<file path="src/rtl/gpio_dual_bank_pkg.sv">
package gpio_dual_bank_pkg;
  localparam int unsigned NUM_BANKS = 2;
  localparam int unsigned BANK_W    = 16;
  localparam int unsigned NUM_FEAT  = 6;
  localparam int unsigned STAT_IDX  = NUM_FEAT;

  typedef enum logic [2:0] {
    FEAT_OUT_VAL = 3'd0,
    FEAT_OUT_EN  = 3'd1,
    FEAT_IN_EN   = 3'd2,
    FEAT_OALT_A  = 3'd3,
    FEAT_OALT_B  = 3'd4,
    FEAT_IALT    = 3'd5
  } feat_e;

  typedef logic [BANK_W-1:0] bank_word_t;
endpackage

</file>
<file path="src/rtl/gpio_sc_reg.sv">
module gpio_sc_reg #(
  parameter int unsigned W = 16,
  parameter logic [W-1:0] KEEP_MASK = '1
) (
  input  logic         clk_i,
  input  logic         rst_ni,
  input  logic         wr_i,
  input  logic [W-1:0] set_i,
  input  logic [W-1:0] clr_i,
  output logic [W-1:0] q_o
);
  logic [W-1:0] q_d;

  // clear has priority over set
  always_comb q_d = ((q_o | set_i) & ~clr_i) & KEEP_MASK;

  always_ff @(posedge clk_i or negedge rst_ni) begin
    if (!rst_ni)   q_o <= '0;
    else if (wr_i) q_o <= q_d;
  end
endmodule

</file>
<file path="src/rtl/gpio_in_sync.sv">
module gpio_in_sync #(
  parameter int unsigned W      = 32,
  parameter int unsigned STAGES = 2
) (
  input  logic         clk_i,
  input  logic         rst_ni,
  input  logic [W-1:0] d_i,
  output logic [W-1:0] q_o
);
  logic [W-1:0] stage_q [STAGES];

  for (genvar s = 0; s < STAGES; s++) begin : g_stage
    always_ff @(posedge clk_i or negedge rst_ni) begin
      if (!rst_ni) stage_q[s] <= '0;
      else if (s == 0) stage_q[s] <= d_i;
      else stage_q[s] <= stage_q[(s == 0) ? 0 : s-1];
    end
  end

  assign q_o = stage_q[STAGES-1];
endmodule

</file>
<file path="src/rtl/gpio_addr_dec.sv">
module gpio_addr_dec
  import gpio_dual_bank_pkg::*;
#(
  parameter int unsigned ADDR_W = 8
) (
  input  logic [ADDR_W-1:0]    addr_i,
  output logic [NUM_BANKS-1:0] bank_sel_o,
  output logic [NUM_FEAT-1:0]  feat_sel_o,
  output logic                 stat_sel_o
);
  localparam int unsigned BANK_BIT = ADDR_W - 1;
  localparam int unsigned IDX_W    = BANK_BIT - 2;

  logic             aligned;
  logic [IDX_W-1:0] idx;

  assign aligned = (addr_i[1:0] == 2'b00);
  assign idx     = addr_i[BANK_BIT-1:2];

  for (genvar b = 0; b < NUM_BANKS; b++) begin : g_bank
    assign bank_sel_o[b] = (addr_i[BANK_BIT] == 1'(b));
  end

  for (genvar f = 0; f < NUM_FEAT; f++) begin : g_feat
    assign feat_sel_o[f] = aligned && (idx == IDX_W'(f));
  end

  assign stat_sel_o = aligned && (idx == IDX_W'(STAT_IDX));
endmodule

</file>
<file path="src/rtl/gpio_dual_bank.sv">
module gpio_dual_bank
  import gpio_dual_bank_pkg::*;
#(
  parameter int unsigned ADDR_W    = 8,
  parameter logic [31:0] RSVD_MASK = 32'hE080_0000
) (
  input  logic              clk_i,
  input  logic              rst_ni,
  input  logic [ADDR_W-1:0] addr_i,
  input  logic              we_i,
  input  logic [31:0]       wdata_i,
  output logic [31:0]       rdata_o,
  input  logic [31:0]       pin_i,
  output logic [31:0]       pin_o,
  output logic [31:0]       pin_oe_o
);
  localparam int unsigned NPINS = NUM_BANKS * BANK_W;

  logic [NUM_BANKS-1:0] bank_sel;
  logic [NUM_FEAT-1:0]  feat_sel;
  logic                 stat_sel;
  logic [NPINS-1:0]     pin_sync;
  bank_word_t           feat_q [NUM_BANKS][NUM_FEAT];
  bank_word_t           bank_rd [NUM_BANKS];
  bank_word_t           rd_word;

  gpio_addr_dec #(.ADDR_W(ADDR_W)) u_dec (
    .addr_i     (addr_i),
    .bank_sel_o (bank_sel),
    .feat_sel_o (feat_sel),
    .stat_sel_o (stat_sel)
  );

  gpio_in_sync #(.W(NPINS), .STAGES(2)) u_sync (
    .clk_i  (clk_i),
    .rst_ni (rst_ni),
    .d_i    (pin_i),
    .q_o    (pin_sync)
  );

  for (genvar b = 0; b < NUM_BANKS; b++) begin : g_bank
    localparam bank_word_t KEEP = ~RSVD_MASK[b*BANK_W +: BANK_W];

    for (genvar f = 0; f < NUM_FEAT; f++) begin : g_feat
      gpio_sc_reg #(.W(BANK_W), .KEEP_MASK(KEEP)) u_reg (
        .clk_i  (clk_i),
        .rst_ni (rst_ni),
        .wr_i   (we_i && bank_sel[b] && feat_sel[f]),
        .set_i  (wdata_i[BANK_W-1:0]),
        .clr_i  (wdata_i[2*BANK_W-1:BANK_W]),
        .q_o    (feat_q[b][f])
      );
    end

    assign pin_o[b*BANK_W +: BANK_W]    = feat_q[b][FEAT_OUT_VAL];
    assign pin_oe_o[b*BANK_W +: BANK_W] = feat_q[b][FEAT_OUT_EN]
                                        & ~feat_q[b][FEAT_OALT_A]
                                        & ~feat_q[b][FEAT_OALT_B];

    always_comb begin
      bank_rd[b] = '0;
      for (int f = 0; f < NUM_FEAT; f++)
        if (feat_sel[f]) bank_rd[b] = bank_rd[b] | feat_q[b][f];
      if (stat_sel)
        bank_rd[b] = bank_rd[b]
                   | (pin_sync[b*BANK_W +: BANK_W] & feat_q[b][FEAT_IN_EN] & KEEP);
    end
  end

  always_comb begin
    rd_word = '0;
    for (int b = 0; b < NUM_BANKS; b++)
      if (bank_sel[b]) rd_word = rd_word | bank_rd[b];
  end

  always_ff @(posedge clk_i or negedge rst_ni) begin
    if (!rst_ni) rdata_o <= '0;
    else         rdata_o <= {{(32-BANK_W){1'b0}}, rd_word};
  end
endmodule

</file>
<file path="config.mk">
export PLATFORM = sky130hd
export DESIGN_NAME = gpio_dual_bank
export DESIGN_NICKNAME = d
export VERILOG_FILES = /design/src/rtl/gpio_dual_bank_pkg.sv /design/src/rtl/gpio_sc_reg.sv /design/src/rtl/gpio_in_sync.sv /design/src/rtl/gpio_addr_dec.sv /design/src/rtl/gpio_dual_bank.sv
export SDC_FILE = /design/constraint.sdc
export NUM_CORES = 1
export LEC_CHECK = 0
export ABC_AREA = 1
export BUFFER_PORTS_ARGS = -buffer_cell sky130_fd_sc_hd__buf_2
export CAP_MARGIN = 25
export CORE_MARGIN = 2
export CORE_UTILIZATION = 30
export CTS_BUF_LIST = sky130_fd_sc_hd__clkbuf_2 sky130_fd_sc_hd__clkbuf_4 sky130_fd_sc_hd__clkbuf_8
export DETAILED_ROUTE_END_ITERATION = 16
export GPL_ROUTABILITY_DRIVEN = 0
export MAX_ROUTING_LAYER = met4
export PLACE_DENSITY = 0.51
export SYNTH_ARGS = -nofsm -noshare
export SYNTH_HDL_FRONTEND = slang
export SYNTH_SLANG_ARGS = --single-unit
</file>
<file path="constraint.sdc">
create_clock -name clk_i -period 1.35 [get_ports clk_i]
set_clock_uncertainty 0.2 [all_clocks]
set_input_delay 0.27 -clock clk_i [delete_from_list [all_inputs] [get_ports clk_i]]
set_output_delay 0.27 -clock clk_i [all_outputs]
set_load 0.005 [all_outputs]
</file>
### Yosys cells after proc, flatten, opt, wreduce, memory -nomap -nowiden

Cells that the tools add are included.

* equality and inequality tests: 6
* mux-type cells: 16
* bitwise logic cells: 49
* reduce and logical (&&, ||, !) cells: 23

Operator list (count)
* two-way mux 16 bit: 15
* OR 16 bit: 13
* bitwise AND 16 bit: 10
* OR 16 x 13 -> 16 bit: 6
* bitwise AND 13 bit: 7
* OR 13 bit: 6
* inverter 16 bit: 3
* inverter 13 -> 16 bit: 2
* logical AND 1 bit: 21
* bitwise AND 13 x 16 -> 16 bit: 1
* == test 5 x 3 -> 1 bit (second input constant): 3
* two-way mux 13 bit: 1
* == test 5 x 2 -> 1 bit (second input constant): 2
* == test 5 x 1 -> 1 bit (second input constant): 1
* logical NOT 5 bit: 1
* logical NOT 2 bit: 1
* inverter 1 bit: 1

* register bits: 242
* input port bits: 75
* word-level logic and storage cells: 109

### Longest topological paths before layout

* word-level depth: 18
* gate-level depth with buffers: 12
* gate-level depth less buffers: 10

### Hierarchy

From an unflattened synthesis, not the netlist that was laid out.

* cells, all modules: 1964
* area, all modules: 13461.7 sq um

Modules (own cells, without submodules)
* gpio_sc_reg (g_bank[0].g_feat[0].u_reg ...): times used 6, cells an instance 115, area each 790.8 sq um, sequential area each 400.4 sq um
* gpio_sc_reg (g_bank[1].g_feat[0].u_reg ...): times used 6, cells an instance 91, area each 623.1 sq um, sequential area each 300.3 sq um
* gpio_dual_bank: times used 1, cells an instance 603, area each 3024.2 sq um, sequential area each 400.4 sq um
* gpio_in_sync: times used 1, cells an instance 96, area each 1841.8 sq um, sequential area each 1601.5 sq um
* gpio_addr_dec: times used 1, cells an instance 29, area each 112.6 sq um, sequential area each 0.0 sq um

### Least setup slack after synthesis

OpenSTA, ideal clock, no wires.

* path kind: input to register
* from: input port addr_i[1]
* to: register g_bank[1].g_feat[0].u_reg.q_o[10]
* arrival time: 1.166 ns
* slack: -0.149 ns
* stages: 8
* path buffers: 2
* path through: nor2_2 > nand2_4 > nor2_4 > buf_6 > nand2_2 > inv_1 > buf_2 > a2bb2oi_1

* word-level cells in the longest chain between the ends: 3

RTL lines
* start: declaration: RTL line gpio_dual_bank.sv:9 `input logic [ADDR_W-1:0] addr_i,`
* logical NOT 2 bit: RTL line gpio_addr_dec.sv:17 `assign aligned = (addr_i[1:0] == 2'b00);`
* logical AND 1 bit: RTL line gpio_addr_dec.sv:25 `assign feat_sel_o[f] = aligned && (idx == IDX_W'(f));`
* logical AND 1 bit: RTL line gpio_dual_bank.sv:48 `.wr_i (we_i && bank_sel[b] && feat_sel[f]),`
* end signal: assignment: RTL line gpio_sc_reg.sv:19 `else if (wr_i) q_o <= q_d;`
* end: declaration: RTL line gpio_sc_reg.sv:10 `output logic [W-1:0] q_o`

No other way between the ends.
A chain may end at the register's enable or synchronous reset.

### Final worst setup path

* from: register g_bank[0].g_feat[4].u_reg.q_o[3]
* to: output port pin_oe_o[3]

* word-level cells in the longest chain between the ends: 2

RTL lines
* start: declaration: RTL line gpio_sc_reg.sv:10
* start signal: assignment: RTL line gpio_sc_reg.sv:19
* inverter 16 bit: RTL line gpio_dual_bank.sv:58 `& ~feat_q[b][FEAT_OALT_B];`
* bitwise AND 16 bit: RTL line gpio_dual_bank.sv:58
* end: declaration: RTL line gpio_dual_bank.sv:15 `output logic [31:0] pin_oe_o`

No other way between the ends.

==> reports/metrics.cfg <==
[logic_synthesis]
synth.yosys.warnings=0
yosys.area_share.simple=0.2292
yosys.area_share.adder=0
synth.top_cells.by_count=327 x sky130_fd_sc_hd__nand2_1, 240 x sky130_fd_sc_hd__dfrtp_1, 150 x sky130_fd_sc_hd__nor2_1, 96 x sky130_fd_sc_hd__inv_1, 93 x sky130_fd_sc_hd__nand3_1
avg_cell_area_syn_um2=8.734
ys_seq_area_frac=0.5225
synth.largest_area_cell=sky130_fd_sc_hd__dfrtp_1
syn-instance-count=1316
netlist-cell-type-count=26
syn_std_cell_area_um2=11490
yosys_register_bits=240
main_combinational_cell_family_by_area_after_synthesis=simple AND/OR/NAND/NOR gates
post-synth-top-count-cell=sky130_fd_sc_hd__nand2_1
synthArstFlopShare=1.000
post-synth-top-area-fraction=0.5225
ranking_of_synthesized_cells_by_area=sky130_fd_sc_hd__dfrtp_1 52%, sky130_fd_sc_hd__nand2_1 11%, sky130_fd_sc_hd__nor2_1 4.9%
synth.mux.area_fraction=0
ys.flop_type=sky130_fd_sc_hd__dfrtp_1
synth_compound_gate_area_share=0.1311
synth_enable_flop_cells=0
synth_xor_xnor_area_share=0

[clocking]
clock_tree.htree_level_count=2
insertion_delay_ns=0.59
clock_sinks=240
cts-buffers-inserted=45
cts_buffer_depth=3
clock_tree_from_tritoncts=done
cts-root-buf=sky130_fd_sc_hd__clkbuf_8
path_clk_slew_ns=0.06

[run_status]
run_status=complete, but fails checks
failed_checks=setup timing

[worst_setup_path]
path_common_cell=sky130_fd_sc_hd__buf_6
crit_type=reg2out
crit_path_start=g_bank[0].g_feat[4].u_reg.q_o[3]$_DFFE_PN0P_
worst_ep_arrival_time_ns=1.49
worst_path_max_delay_cell=sky130_fd_sc_hd__dfrtp_1
timing.reg2reg.setup_slack_ns=-0.01
critPathRequiredTime_ns=0.88
crit_path_max_incr_delay_ns=0.41
critPathLaunchType=flip-flop
worstPathMaxFanout=2
crit_path_cell_trace=nor3_4, buf_6, buf_6
endpoint_kind=primary output
critical_path.reg2reg.startpoint=g_bank[0].g_feat[3].u_reg.q_o[0]$_DFFE_PN0P_

[route]
postRouteWirelength_um=41000
vias=10390
antenna_violating_nets_post_route=0
route.detailed.wl_per_inst_um=18.58
post_drt_via_cell_ratio=4.709
drcViolationCount=0
drt_pass1_iterations=5
drt_iter0_markers=694

[sta]
totalNegativeSetupSlack_ns=-22.89
fmax_mhz=509.7
final.hold.worst_slack_ns=0.08241
timing_hold_violations_final=0
final_period_minus_worst_setup_slack_ns=1.962
max_slew_violation_count=0
fin_crit_sh=1.453
grt_setup_unrepaired=true
least_setup_slack_across_all_paths_after_layout_ns=-0.6120
timing.final.setup_violations=81

[power]
irDropWorstVdd_mv=0.6050
total_power_mw=16.92
power.static_leakage_nw=8.258
power_per_cell_area_nw_per_um2=1032

[die]
num_rows=71
die_extent_in_y_um=199.7
design.core.area_um2=37670
ioPinCount=171
start_util=0.3051
die-width_um=199.7
die_area_um2=39890

[placed_design]
placement_cell_area_um2=13630
port_buffers=142
dp.final_hpwl_um=27540

[min_path]
holdCritStartpoint=addr_i[7]
worst_hold_path_type=in2reg

[global_route]
antenna_found_initial=1
grt_overflow_total=0
gr-usage-all-layers=0.2157
grt_pass1_vias=10490
grt_start_max_net_pins=51
grt_first_pass_wirelength_um=62690

[final_layout]
final_core_utilization=0.4351
design.final.nets=1738
layout.cell_area.non_filler_um2=16390
drive_gt1_frac=0.3558
layout-area-overhead-vs-synth_pct=42.60

[run]
max_cap_violation_count=0

## worst max-delay path, delay by kind of cell (launching register included)
family / cells / cell delay (ns)
buf+inv: 2 / 0.22
flops: 1 / 0.41
simple gates: 1 / 0.26
## flip-flops by register name, summed over array words and instances (netlist names)
name	count
g_bank.g_feat.u_reg.q_o	168
u_sync.q_o	28
u_sync.stage_q	28
rdata_o	16
## metrics by stage
| stage | setup WS (ns) | cells |
|---|---|---|
| 5_1_grt | -0.6683 | 2207 |
| 6_report | -0.6120 | 2207 |
| 3_3_place_gp | -0.5950 | 1973 |
| 4_1_cts | -0.6497 | 2184 |
| 2_1_floorplan | -0.08755 | 1339 |
| 3_5_place_dp | -0.6354 | 1973 |
## cells by family (layout without fill, tap and decap cells)
group | Yosys count | after routing
and+or+nand+nor | 626 | 626
buffers and inverters | 241 | 597
other | 1 | 25
AOI/OAI and AO/OA | 208 | 208
DFF | 240 | 240
## layout make-up
class | count | area, µm²
Fill cell | 3777 | 21280
Sequential cell | 240 | 6010
Multi-Input combinational cell | 858 | 4757
Timing Repair Buffer | 410 | 3591
Clock buffer | 71 | 870.8
Tap cell | 511 | 639.4
Inverter | 108 | 444.2
Clock inverter | 8 | 75.07
Antenna cell | 1 | 2.502
## report_power, final
part	leakage [nW]	switching, mW	internal, mW
Sequential	2.86	0.231	7.53
Clock	0.511	3.17	4.28
Combinational	4.89	0.917	0.785
## path summary, 6_finish.rpt
check                                                           endpoint  cells after the start
hold / removal                                     rdata_o[14]$_DFF_PN0_                      5
setup reg to reg                                    rdata_o[0]$_DFF_PN0_                      8
max in group asynchronous                   u_sync.stage_q[54]$_DFF_PN0_                      3
hold reg to reg                                  u_sync.q_o[5]$_DFF_PN0_                      0
setup / recovery                                             pin_oe_o[3]                      3
min in group asynchronous  g_bank[1].g_feat[2].u_reg.q_o[10]$_DFFE_PN0P_                      3
## repair_timing
action                                 CTS  global route
buffers inserted                        70            21
hold buffers                            63             1
setup endpoints to repair               72           118
pin swaps                               24            44
cloned                                   0             3
gates resized for setup                 70            61
endpoints found under the hold margin  443             8
## metal layers
layer,track usage,vias to the layer above,share of wire
li1,-,4906,-
met2,0.3389,342,0.47
met5,-,-,0
met4,0.06612,0,0.025
met1,0.2859,5067,0.45
met3,0.03679,78,0.057
## cell usage in the layout (no fill, tap or decap), types with 2 or more instances in the layout
cell type and n:
sky130_fd_sc_hd__o21ai_2 2, sky130_fd_sc_hd__clkinv_2 5, sky130_fd_sc_hd__buf_12 43, sky130_fd_sc_hd__clkbuf_4 18, sky130_fd_sc_hd__o21ai_0 9, sky130_fd_sc_hd__buf_6 22
sky130_fd_sc_hd__clkbuf_8 54, sky130_fd_sc_hd__a22oi_1 53, sky130_fd_sc_hd__nand3_2 6, sky130_fd_sc_hd__a21oi_2 24, sky130_fd_sc_hd__dfrtp_2 3, sky130_fd_sc_hd__nand2_2 28
sky130_fd_sc_hd__a21oi_1 32, sky130_fd_sc_hd__dfrtp_1 237, sky130_fd_sc_hd__buf_2 130, sky130_fd_sc_hd__nand3_1 87, sky130_fd_sc_hd__inv_1 67, sky130_fd_sc_hd__buf_4 147
sky130_fd_sc_hd__dlygate4sd3_1 63, sky130_fd_sc_hd__inv_2 37, sky130_fd_sc_hd__conb_1 24, sky130_fd_sc_hd__a2bb2oi_1 56, sky130_fd_sc_hd__nor2_1 146, sky130_fd_sc_hd__nand2_4 9
sky130_fd_sc_hd__clkinv_4 2, sky130_fd_sc_hd__nand2_1 302, sky130_fd_sc_hd__a22oi_2 16, sky130_fd_sc_hd__nor2_2 4, sky130_fd_sc_hd__nor3_2 16, sky130_fd_sc_hd__nor2_4 14
sky130_fd_sc_hd__clkbuf_16 3, sky130_fd_sc_hd__o21a_1 15, sky130_fd_sc_hd__nor3_4 13
Note: power is estimated with default switching activity, not from simulation.
